[config.mk]
export PLATFORM = sky130hd
export DESIGN_NAME = host_irq_share
export DESIGN_NICKNAME = d
export VERILOG_FILES = /design/src/rtl/host_irq_pkg.sv /design/src/rtl/irq_src_cell.sv /design/src/rtl/atn_status_reg.sv /design/src/rtl/irq_line_reg.sv /design/src/rtl/host_irq_share.sv
export SDC_FILE = /design/constraint.sdc
export NUM_CORES = 1
export LEC_CHECK = 0
export BUFFER_PORTS_ARGS = -buffer_cell sky130_fd_sc_hd__buf_2
export CORE_AREA = 2 2 39 41
export DETAILED_ROUTE_END_ITERATION = 10
export DIE_AREA = 0 0 41 43
export PLACE_DENSITY = 0.35
export SLEW_MARGIN = 0
export SYNTH_ARGS = -nofsm -noshare
export SYNTH_HDL_FRONTEND = slang
export SYNTH_SLANG_ARGS = --single-unit
[constraint.sdc]
create_clock -name clk_i -period 0.8 [get_ports clk_i]
set_input_delay 0.08 -clock clk_i [delete_from_list [all_inputs] [get_ports clk_i]]
set_output_delay 0.08 -clock clk_i [all_outputs]
set_load 0.01 [all_outputs]
[src/rtl/host_irq_pkg.sv]
package host_irq_pkg;
  localparam int unsigned SRC_CNT = 2;
  typedef enum int unsigned {
    SRC_OBF = 0,
    SRC_ATN = 1
  } irq_src_e;
endpackage

[src/rtl/irq_src_cell.sv]
// One sticky interrupt source; a qualified set beats a same-cycle clear.
module irq_src_cell (
  input  logic clk_i,
  input  logic rst_ni,
  input  logic set_i,
  input  logic clr_i,
  output logic pend_d_o,
  output logic pend_q_o
);
  logic pend_q;

  always_comb begin
    pend_d_o = pend_q;
    if (set_i && !pend_q) pend_d_o = 1'b1;
    else if (clr_i && !set_i) pend_d_o = 1'b0;
  end

  always_ff @(posedge clk_i or negedge rst_ni) begin
    if (!rst_ni) pend_q <= 1'b0;
    else         pend_q <= pend_d_o;
  end

  assign pend_q_o = pend_q;
endmodule

[src/rtl/atn_status_reg.sv]
module atn_status_reg (
  input  logic clk_i,
  input  logic rst_ni,
  input  logic req_i,
  input  logic val_i,
  output logic status_o
);
  always_ff @(posedge clk_i or negedge rst_ni) begin
    if (!rst_ni)    status_o <= 1'b0;
    else if (req_i) status_o <= val_i;
  end
endmodule

[src/rtl/irq_line_reg.sv]
// Registers the OR of next-state pending flags so the line moves with them.
module irq_line_reg #(
  parameter int unsigned N = 2
) (
  input  logic         clk_i,
  input  logic         rst_ni,
  input  logic [N-1:0] pend_d_i,
  output logic         irq_o
);
  always_ff @(posedge clk_i or negedge rst_ni) begin
    if (!rst_ni) irq_o <= 1'b0;
    else         irq_o <= |pend_d_i;
  end
endmodule

[src/rtl/host_irq_share.sv]
module host_irq_share #(
  parameter int unsigned NUM_SRC = host_irq_pkg::SRC_CNT
) (
  input  logic clk_i,
  input  logic rst_ni,
  input  logic obf_set_i,
  input  logic data_rd_i,
  input  logic status_rd_i,
  input  logic atn_req_i,
  input  logic atn_val_i,
  input  logic atn_irq_i,
  input  logic irq_en_i,
  input  logic irq_present_i,
  output logic atn_status_o,
  output logic irq_o
);
  import host_irq_pkg::*;

  logic               arm;
  logic [NUM_SRC-1:0] set_v;
  logic [NUM_SRC-1:0] clr_v;
  logic [NUM_SRC-1:0] pend_d;
  logic [NUM_SRC-1:0] pend_q;

  assign arm = irq_en_i & irq_present_i;

  always_comb begin
    set_v = '0;
    clr_v = '0;
    set_v[SRC_OBF] = obf_set_i & arm;
    clr_v[SRC_OBF] = data_rd_i;
    set_v[SRC_ATN] = atn_req_i & atn_val_i & atn_irq_i & arm;
    clr_v[SRC_ATN] = status_rd_i | (atn_req_i & ~atn_val_i);
  end

  for (genvar g = 0; g < NUM_SRC; g++) begin : g_src
    irq_src_cell u_src (
      .clk_i    (clk_i),
      .rst_ni   (rst_ni),
      .set_i    (set_v[g]),
      .clr_i    (clr_v[g]),
      .pend_d_o (pend_d[g]),
      .pend_q_o (pend_q[g])
    );
  end

  atn_status_reg u_atn (
    .clk_i    (clk_i),
    .rst_ni   (rst_ni),
    .req_i    (atn_req_i),
    .val_i    (atn_val_i),
    .status_o (atn_status_o)
  );

  irq_line_reg #(.N(NUM_SRC)) u_line (
    .clk_i    (clk_i),
    .rst_ni   (rst_ni),
    .pend_d_i (pend_d),
    .irq_o    (irq_o)
  );
endmodule

==> summary.txt, run 1 <==
Drt
  – Drt wl/cell: 9.75 µm
  – Pre-Repair DR Iteration Count: 2
  – Vias per cell: 3.70
  – Final wirelength: 429 µm
  – Via Count: 163
  – Initial drt markers: 2
  – Post-route ant nets: 0
  – Drt drc: 0

Worst setup path
  – Worst setup SP type: flip-flop
  – End of the worst register-to-register path: u_line.irq_o
  – Max FO, Critical Path: 2
  – Worst Setup End Kind: flip-flop
  – CP Cell Sequence: nor2b_4 -> a41oi_2 -> o21bai_1
  – Worst reg2reg setup slack: -20 ps
  – Slowest cell on crit path: dfrtp_1
  – RR Startpoint: g_src[1].u_src.pend_q_o
  – Critical path class: flip-flop to flip-flop
  – Worst stage delay on the critical path: 350 ps
  – Top delay family on crit path: flip-flops
  – Buf+Inv Stages, Crit Path: 0
  – Critical path arrival: 930 ps
  – FF-to-FF path depth: 3
  – Required time worst endpoint: 910 ps
  – Setup crit end: u_line.irq_o
  – Critical Path Stages: 3
  – CP Launch Point: g_src[1].u_src.pend_q_o

Global routing
  – Largest net degree at the start of global routing: 5
  – Initial antenna violation count: 0
  – GRT overflow: 0
  – First-pass GRT wire length: 724 µm
  – All-Layer GR Usage: 0.0665
  – Vias in the first global route: 179

Cells and area
  – Layout area overhead: 64.5%
  – Ant diodes: 0
  – Most frequent cells in the layout: buf_2, dfrtp_1, clkbuf_4
  – Finished Layout Cells: 44
  – Nets: 40
  – Commonest non-fill, non-tap cell in the layout: buf_2
  – Share of cells above drive strength 1: 0.607

Power and ir drop
  – Total power: 551 µW
  – Sw Share: 0.213
  – P_leak: 0.137 nW
  – Pwr Density: 1900 nW/µm²
  – Clock network power share: 0.438
  – Switching power: 118 µW
  – Max IR drop VDD: 0.547 mV
  – Internal cell power: 434 µW
  – Combinational share of power: 0.153
  – Seq pwr share: 0.410

Synthesis
  – Post-synthesis sequential area ratio: 0.567
  – Mapped cell area: 176 µm²
  – Avg Cell Area, Syn: 13.6 µm²
  – Synthesis Warnings: 0
  – Synth Register Bits: 4
  – Yosys cell types: 10
  – Mapped Nets: 23
  – Synth Instances: 13

CTS
  – CTS buffer count: 3
  – Clk sink count: 4
  – H-Tree Depth: 1
  – Worst-Skew Late Latency: 230 ps
  – Max Buffers Root-to-Sink: 2
  – Clock Pin Slew Worst Setup and Hold Paths: 40 ps
  – TritonCTS clock tree: done
  – Setup Fix Bufs, Post-CTS: 0
  – Clock root buffer: clkbuf_4

Floorplan
  – Starting Density: 0.127
  – Core Area: 1380 µm²
  – Die extent in x: 41 µm
  – Die height: 43 µm
  – Number of top-level pins: 12
  – # rows: 14
  – Area of the die: 1760 µm²

STA
  – Setup TNS: -38.3 ps
  – Setup WS post-layout: -24.5 ps
  – RSZ-0062 raised after global routing: true
  – Fin crit share: 1.03
  – Final hold vios: 0
  – FMAX: 1210 MHz
  – WHS: 45.7 ps
  – Period minus WS final: 824 ps
  – Rel. slew slack: 0.894
  – Final Skew: 1.84 ps
  – Slew Viols, Final: 0
  – Final setup viols: 2
  – Worst Tran Pin Value: 160 ps

Run status
  – Outcome: complete, but fails checks
  – Failing checks: negative setup slack

Place
  – # port buffers: 11
  – Number of cells in the design after placement: 40
  – Routability cong.: 0.570

Hold path
  – Min-delay worst type: input port to flip-flop

Run
  – Number of max-cap violations: 0
==> sequential cells by signal, summed over array words and instances, names as in the netlist <==
signal	cells
u_atn.status_o	1
g_src.u_src.pend_q_o	2
u_line.irq_o	1
==> cells by family after synthesis <==
family | after synthesis | synth area share
mux | 1 | 0.0638
buf+inv | 1 | 0.0213
simple gates | 4 | 0.163
compound gates | 3 | 0.184
flops | 4 | 0.567
==> layout make-up <==
| cell class | count | area [µm²] |
|---|---|---|
| Clock buffer | 3 | 22.5 |
| Fill cell | 153 | 1090 |
| Inverter | 1 | 3.75 |
| Multi-Input combinational cell | 8 | 72.6 |
| Sequential cell | 4 | 100 |
| Tap cell | 16 | 20.0 |
| Timing Repair Buffer | 12 | 71.3 |
==> how the worst min path moves through the flow <==
stage                         start  cells past startpoint  slack [ps]                      end
final                     data_rd_i                      2          50  g_src[0].u_src.pend_q_o
after global placement       rst_ni                      1        -110           u_atn.status_o
after CTS                 data_rd_i                      2          40  g_src[0].u_src.pend_q_o
after global routing      data_rd_i                      2          50  g_src[0].u_src.pend_q_o
after detailed placement     rst_ni                      1        -110           u_atn.status_o
after floorplan              rst_ni                      0        -220  g_src[0].u_src.pend_q_o
==> layer usage <==
layer  part of all wire  track usage
met1               0.38       0.0717
met2               0.37       0.0781
met3               0.24       0.0681
met4                  0       0.0400
met5                  0            0
==> synth_stat cells <==
master	instances	area, µm²
mux2_1	1	11.3
o21bai_1	1	7.51
nand3_1	1	5.00
nor2_1	1	3.75
nor2b_1	1	6.26
nor2b_4	1	13.8
dfrtp_1	4	100
a41oi_2	1	16.3
o21ai_2	1	8.76
inv_1	1	3.75
==> metrics by stage <==
| step | area (µm²) | worst slack [ps] | utilization |
|---|---|---|---|
| floorplan | 176 | 4.82 | - |
| detailed placement | 251 | -30.2 | 0.182 |
| finish | 290 | -24.5 | 0.210 |
| global placement | 251 | -12.4 | 0.182 |
| global route | 290 | -74.0 | 0.210 |
| CTS | 290 | -38.2 | 0.210 |
==> power by group through the flow <==
stage	clock network (mW)	registers [mW]	logic, mW
floorplan	0	0.232	0.0229
global placement	0	0.227	0.0732
detailed placement	0	0.227	0.0757
CTS	0.263	0.226	0.0860
global route	0.280	0.228	0.0943
finish	0.241	0.226	0.0841
==> what timing repair did <==
item	in CTS	in global routing
endpoints found under the hold margin	4	0
gates cloned	0	0
gates resized for setup	1	0
endpoints found under the setup margin	4	5
pin swaps	0	1
hold buffers	1	0
Note: power is estimated with default switching activity, not from simulation.
==> inputs of run 2 (changes only) <==
- RECOVER_POWER: not set -> 25
==> run 2 against run 1 <==
Against the previous run: the flow still finishes with violations (negative setup slack); first-iteration DRC count is the same; wire length did not move; count of clock-buffer cells in the layout did not move; clock skew unchanged; register-to-register slack about the same; fmax did not move.
==> summary.txt, run 2 (synthesis gave the netlist of run 1 again) <==
Global routing
  – Largest net degree at the start of global routing: 5
  – Initial antenna violation count: 0
  – GRT overflow: 0
  – Vias in the first global route: 179
  – All-Layer GR Usage: 0.0665
  – First-pass GRT wire length: 724 µm

STA
  – Slew Viols, Final: 0
  – Rel. slew slack: 0.836
  – Final setup viols: 2
  – Fin crit share: 1.03
  – RSZ-0062 raised after global routing: true
  – Final hold vios: 0
  – Setup WS post-layout: -24.5 ps
  – Period minus WS final: 824 ps
  – Worst Tran Pin Value: 246 ps
  – FMAX: 1210 MHz
  – WHS: 45.7 ps
  – Final Skew: 1.84 ps

Hold path
  – Min-delay worst type: input port to flip-flop

Floorplan
  – # rows: 14
  – Starting Density: 0.127
  – Area of the die: 1760 µm²
  – Die height: 43 µm
  – Die extent in x: 41 µm
  – Number of top-level pins: 12
  – Core Area: 1380 µm²

CTS
  – Clock Pin Slew Worst Setup and Hold Paths: 40 ps
  – Max Buffers Root-to-Sink: 2
  – TritonCTS clock tree: done
  – CTS buffer count: 3
  – Clk sink count: 4
  – Worst-Skew Late Latency: 230 ps
  – Clock root buffer: clkbuf_4
  – H-Tree Depth: 1

Run status
  – Outcome: complete, but fails checks
  – Failing checks: negative setup slack

Worst setup path
  – Worst Setup End Kind: flip-flop
  – Critical path arrival: 930 ps
  – Worst stage delay on the critical path: 350 ps
  – Slowest cell on crit path: dfrtp_1
  – CP Cell Sequence: nor2b_4 -> a41oi_2 -> o21bai_1
  – Buf+Inv Stages, Crit Path: 0
  – Top delay family on crit path: flip-flops
  – Max FO, Critical Path: 2
  – Worst setup SP type: flip-flop
  – Required time worst endpoint: 910 ps
  – Critical path class: flip-flop to flip-flop

Cells and area
  – Layout area overhead: 63.8%
  – Ant diodes: 0
  – Nets: 40
  – Share of cells above drive strength 1: 0.571
  – Final core utilization: 0.209
  – Max FFs per register: 2
  – Commonest non-fill, non-tap cell in the layout: buf_2
  – Most frequent cells in the layout: buf_2, dfrtp_1, clkbuf_4

Power and ir drop
  – P_leak: 0.134 nW
  – Pwr Density: 1910 nW/µm²
  – Max IR drop VDD: 0.546 mV

Drt
  – Drt drc: 0
  – Via Count: 163
  – Final wirelength: 429 µm
  – Pre-Repair DR Iteration Count: 2
  – Drt wl/cell: 9.75 µm
  – Post-route ant nets: 0
  – Vias per cell: 3.70
  – Initial drt markers: 2

Run
  – Number of max-cap violations: 0

Place
  – Routability cong.: 0.570
  – # port buffers: 11
-- run 2: path summary, 6_finish.rpt --
path                       slack, ps  cells past startpoint                     from                       to
min                               50                      2                data_rd_i  g_src[0].u_src.pend_q_o
min in group asynchronous        220                      2                   rst_ni           u_atn.status_o
min reg2reg                      490                      1           u_atn.status_o           u_atn.status_o
max in group asynchronous        380                      2                   rst_ni  g_src[0].u_src.pend_q_o
max reg2reg                      -20                      3  g_src[1].u_src.pend_q_o             u_line.irq_o
max                              -20                      3  g_src[1].u_src.pend_q_o             u_line.irq_o
-- run 2: per-layer routing --
| layer | track usage | routed length, µm | vias up |
|---|---|---|---|
| li1 | - | - | 78 |
| met1 | 0.0717 | 164 | 73 |
| met2 | 0.0781 | 160 | 12 |
| met3 | 0.0681 | 104 | 0 |
| met4 | 0.0400 | 0 | 0 |
| met5 | 0 | 0 | - |
-- run 2: cell type report --
class / count / area, µm²
fillers: 153 / 1090
clock buffers: 3 / 22.5
multi-input cells: 8 / 72.6
inverters: 1 / 3.75
well taps: 16 / 20.0
flip-flops and latches: 4 / 100
repair buffers: 12 / 70.1
-- run 2: repair_timing --
item                                   CTS  global route
setup endpoints to repair                4             5
endpoints found under the hold margin    4             0
gates resized for setup                  1             0
pin swaps                                0             1
buffers inserted                         0             0
hold buffers                             1             0
-- run 2: where the power goes --
part           internal [mW]  switching [mW]  leakage, nW
Clock                  0.167          0.0740       0.0138
Combinational         0.0459          0.0377       0.0695
Sequential             0.220         0.00617       0.0511
Total                  0.433           0.118        0.134
-- run 2: stage by stage --
| stage | TNS (ps) | worst slack [ps] | power (mW) | area (µm²) | instances |
|---|---|---|---|---|---|
| finish | -38.3 | -24.5 | 0.551 | 289 | 44 |
| global route | -203 | -74.0 | 0.602 | 289 | 44 |
| CTS | -97.5 | -38.2 | 0.575 | 290 | 44 |
| detailed placement | -42.3 | -30.2 | 0.303 | 251 | 40 |
| global placement | -13.9 | -12.4 | 0.301 | 251 | 40 |
| floorplan | 0 | 4.82 | 0.255 | 176 | 13 |
==> inputs of run 3 (changes only) <==
- BUFFER_PORTS_ARGS: -buffer_cell sky130_fd_sc_hd__buf_2 -> -buffer_cell sky130_fd_sc_hd__buf_4
- PLACE_DENSITY: 0.35 -> 0.34
- clock period: 0.8 -> 0.9 ns (I/O delays scaled with it)
==> run 3 against run 2 <==
Against the previous run: the run now ends clean; design area is 6.5% higher; global-route usage is 0.11 points lower; via count is 5.5% lower; sequential share of layout area is 2.1 points lower; count of clock-buffer cells in the layout stayed put; fmax is 3.7% lower; worst setup slack better by 68 ps; wire length is 1.9% lower; first-iteration DRC count stayed put; register-to-register slack better by 70 ps; clock skew hardly changed; critical endpoint unchanged; highest routed layer unchanged.
==> summary.txt, run 3 (synthesis gave the netlist of run 1 again) <==
Cells and area
  – Max FFs per register: 2
  – Nets: 40
  – Share of cells above drive strength 1: 0.571
  – Commonest non-fill, non-tap cell in the layout: buf_4
  – Ant diodes: 0
  – Most frequent cells in the layout: buf_4, dfrtp_1, clkbuf_4
  – Final core utilization: 0.222
  – Layout area overhead: 74.5%

Worst setup path
  – Required time worst endpoint: 1010 ps
  – Worst setup SP type: flip-flop
  – FF-to-FF path depth: 3
  – Max FO, Critical Path: 2
  – Critical path arrival: 960 ps
  – Worst Setup End Kind: flip-flop
  – Critical path class: flip-flop to flip-flop

Hold path
  – Min-delay worst type: input port to flip-flop
  – Worst Hold Depth: 2

Floorplan
  – Starting Density: 0.127
  – Number of top-level pins: 12
  – Area of the die: 1760 µm²
  – Die height: 43 µm
  – Die extent in x: 41 µm
  – # rows: 14
  – Core Area: 1380 µm²

Power and ir drop
  – P_leak: 0.140 nW
  – Max IR drop VDD: 0.555 mV
  – Pwr Density: 1630 nW/µm²
  – Total power: 501 µW

Drt
  – Final wirelength: 421 µm
  – Drt drc: 0
  – Via Count: 154
  – Initial drt markers: 2
  – Pre-Repair DR Iteration Count: 2
  – Vias per cell: 3.50
  – Drt wl/cell: 9.57 µm
  – Post-route ant nets: 0

CTS
  – Clock root buffer: clkbuf_4
  – CTS buffer count: 3
  – Post-CTS sizing: 0
  – H-Tree Depth: 1
  – Max Buffers Root-to-Sink: 2
  – Clock Pin Slew Worst Setup and Hold Paths: 40 ps
  – TritonCTS clock tree: done
  – Clk sink count: 4
  – Setup Fix Bufs, Post-CTS: 0
  – Worst-Skew Late Latency: 230 ps

Global routing
  – Initial antenna violation count: 0
  – First-pass GRT wire length: 703 µm
  – Largest net degree at the start of global routing: 5
  – Vias in the first global route: 186
  – All-Layer GR Usage: 0.0655
  – GRT overflow: 0

STA
  – Rel. slew slack: 0.842
  – FMAX: 1170 MHz
  – Final Skew: 1.58 ps
  – Final hold vios: 0
  – Worst Tran Pin Value: 237 ps
  – WHS: 36.9 ps
  – Fin crit share: 0.951
  – Period minus WS final: 856 ps
  – Slew Viols, Final: 0
  – RSZ-0062 raised after global routing: true
  – Final setup viols: 0
  – Setup WS post-layout: 43.7 ps

Place
  – # port buffers: 11
  – DP Wirelength: 341 µm
  – Routability cong.: 0.569
  – Place WS: 48.4 ps

Run status
  – Outcome: finished clean

Run
  – Number of max-cap violations: 0
[run 3: final cells by class]
cell class | instances | area, µm²
sequential | 4 | 100
multi-input combinational | 8 | 72.6
inverter | 1 | 3.75
fill | 147 | 1080
timing repair buffer | 12 | 88.8
clock buffer | 3 | 22.5
tap | 16 | 20.0
[run 3: path summary, 6_finish.rpt]
kind,endpoint,startpoint,slack [ps]
setup / recovery,u_line.irq_o,g_src[1].u_src.pend_q_o,40
hold / removal,g_src[0].u_src.pend_q_o,data_rd_i,40
setup reg to reg,u_line.irq_o,g_src[1].u_src.pend_q_o,40
hold reg to reg,u_atn.status_o,u_atn.status_o,490
max in group asynchronous,u_atn.status_o,rst_ni,480
min in group asynchronous,u_line.irq_o,rst_ni,220
[run 3: report_power, final]
part / internal (mW) / total, mW / switching [mW]
registers: 0.195 / 0.200 / 0.00505
clock network: 0.149 / 0.218 / 0.0688
logic: 0.0501 / 0.0829 / 0.0328
[run 3: per-layer routing]
metal  track usage  vias up  share of wire
met1        0.0812       67           0.48
met5             0        -              0
met3        0.0366        0           0.15
met4        0.0600        0              0
li1              -       75              -
met2        0.0750       12           0.36
[run 3: timing repair]
action                                 CTS  global route
hold buffers                             1             0
endpoints found under the hold margin    4             0
setup endpoints to repair                0             1
[run 3: through the flow]
step                      std cells  area (µm²)  TNS [ps]
after floorplan                  13         176         0
after global placement           40         279         0
after detailed placement         40         279         0
after CTS                        44         312         0
after global routing             44         308     -7.17
final                            44         308         0
[run 3: worst max-delay path, stage by stage, from the launching register on]
cell	delay, ps
dfrtp_1	350
nor2b_4	120
a41oi_2	170
o21bai_1	90
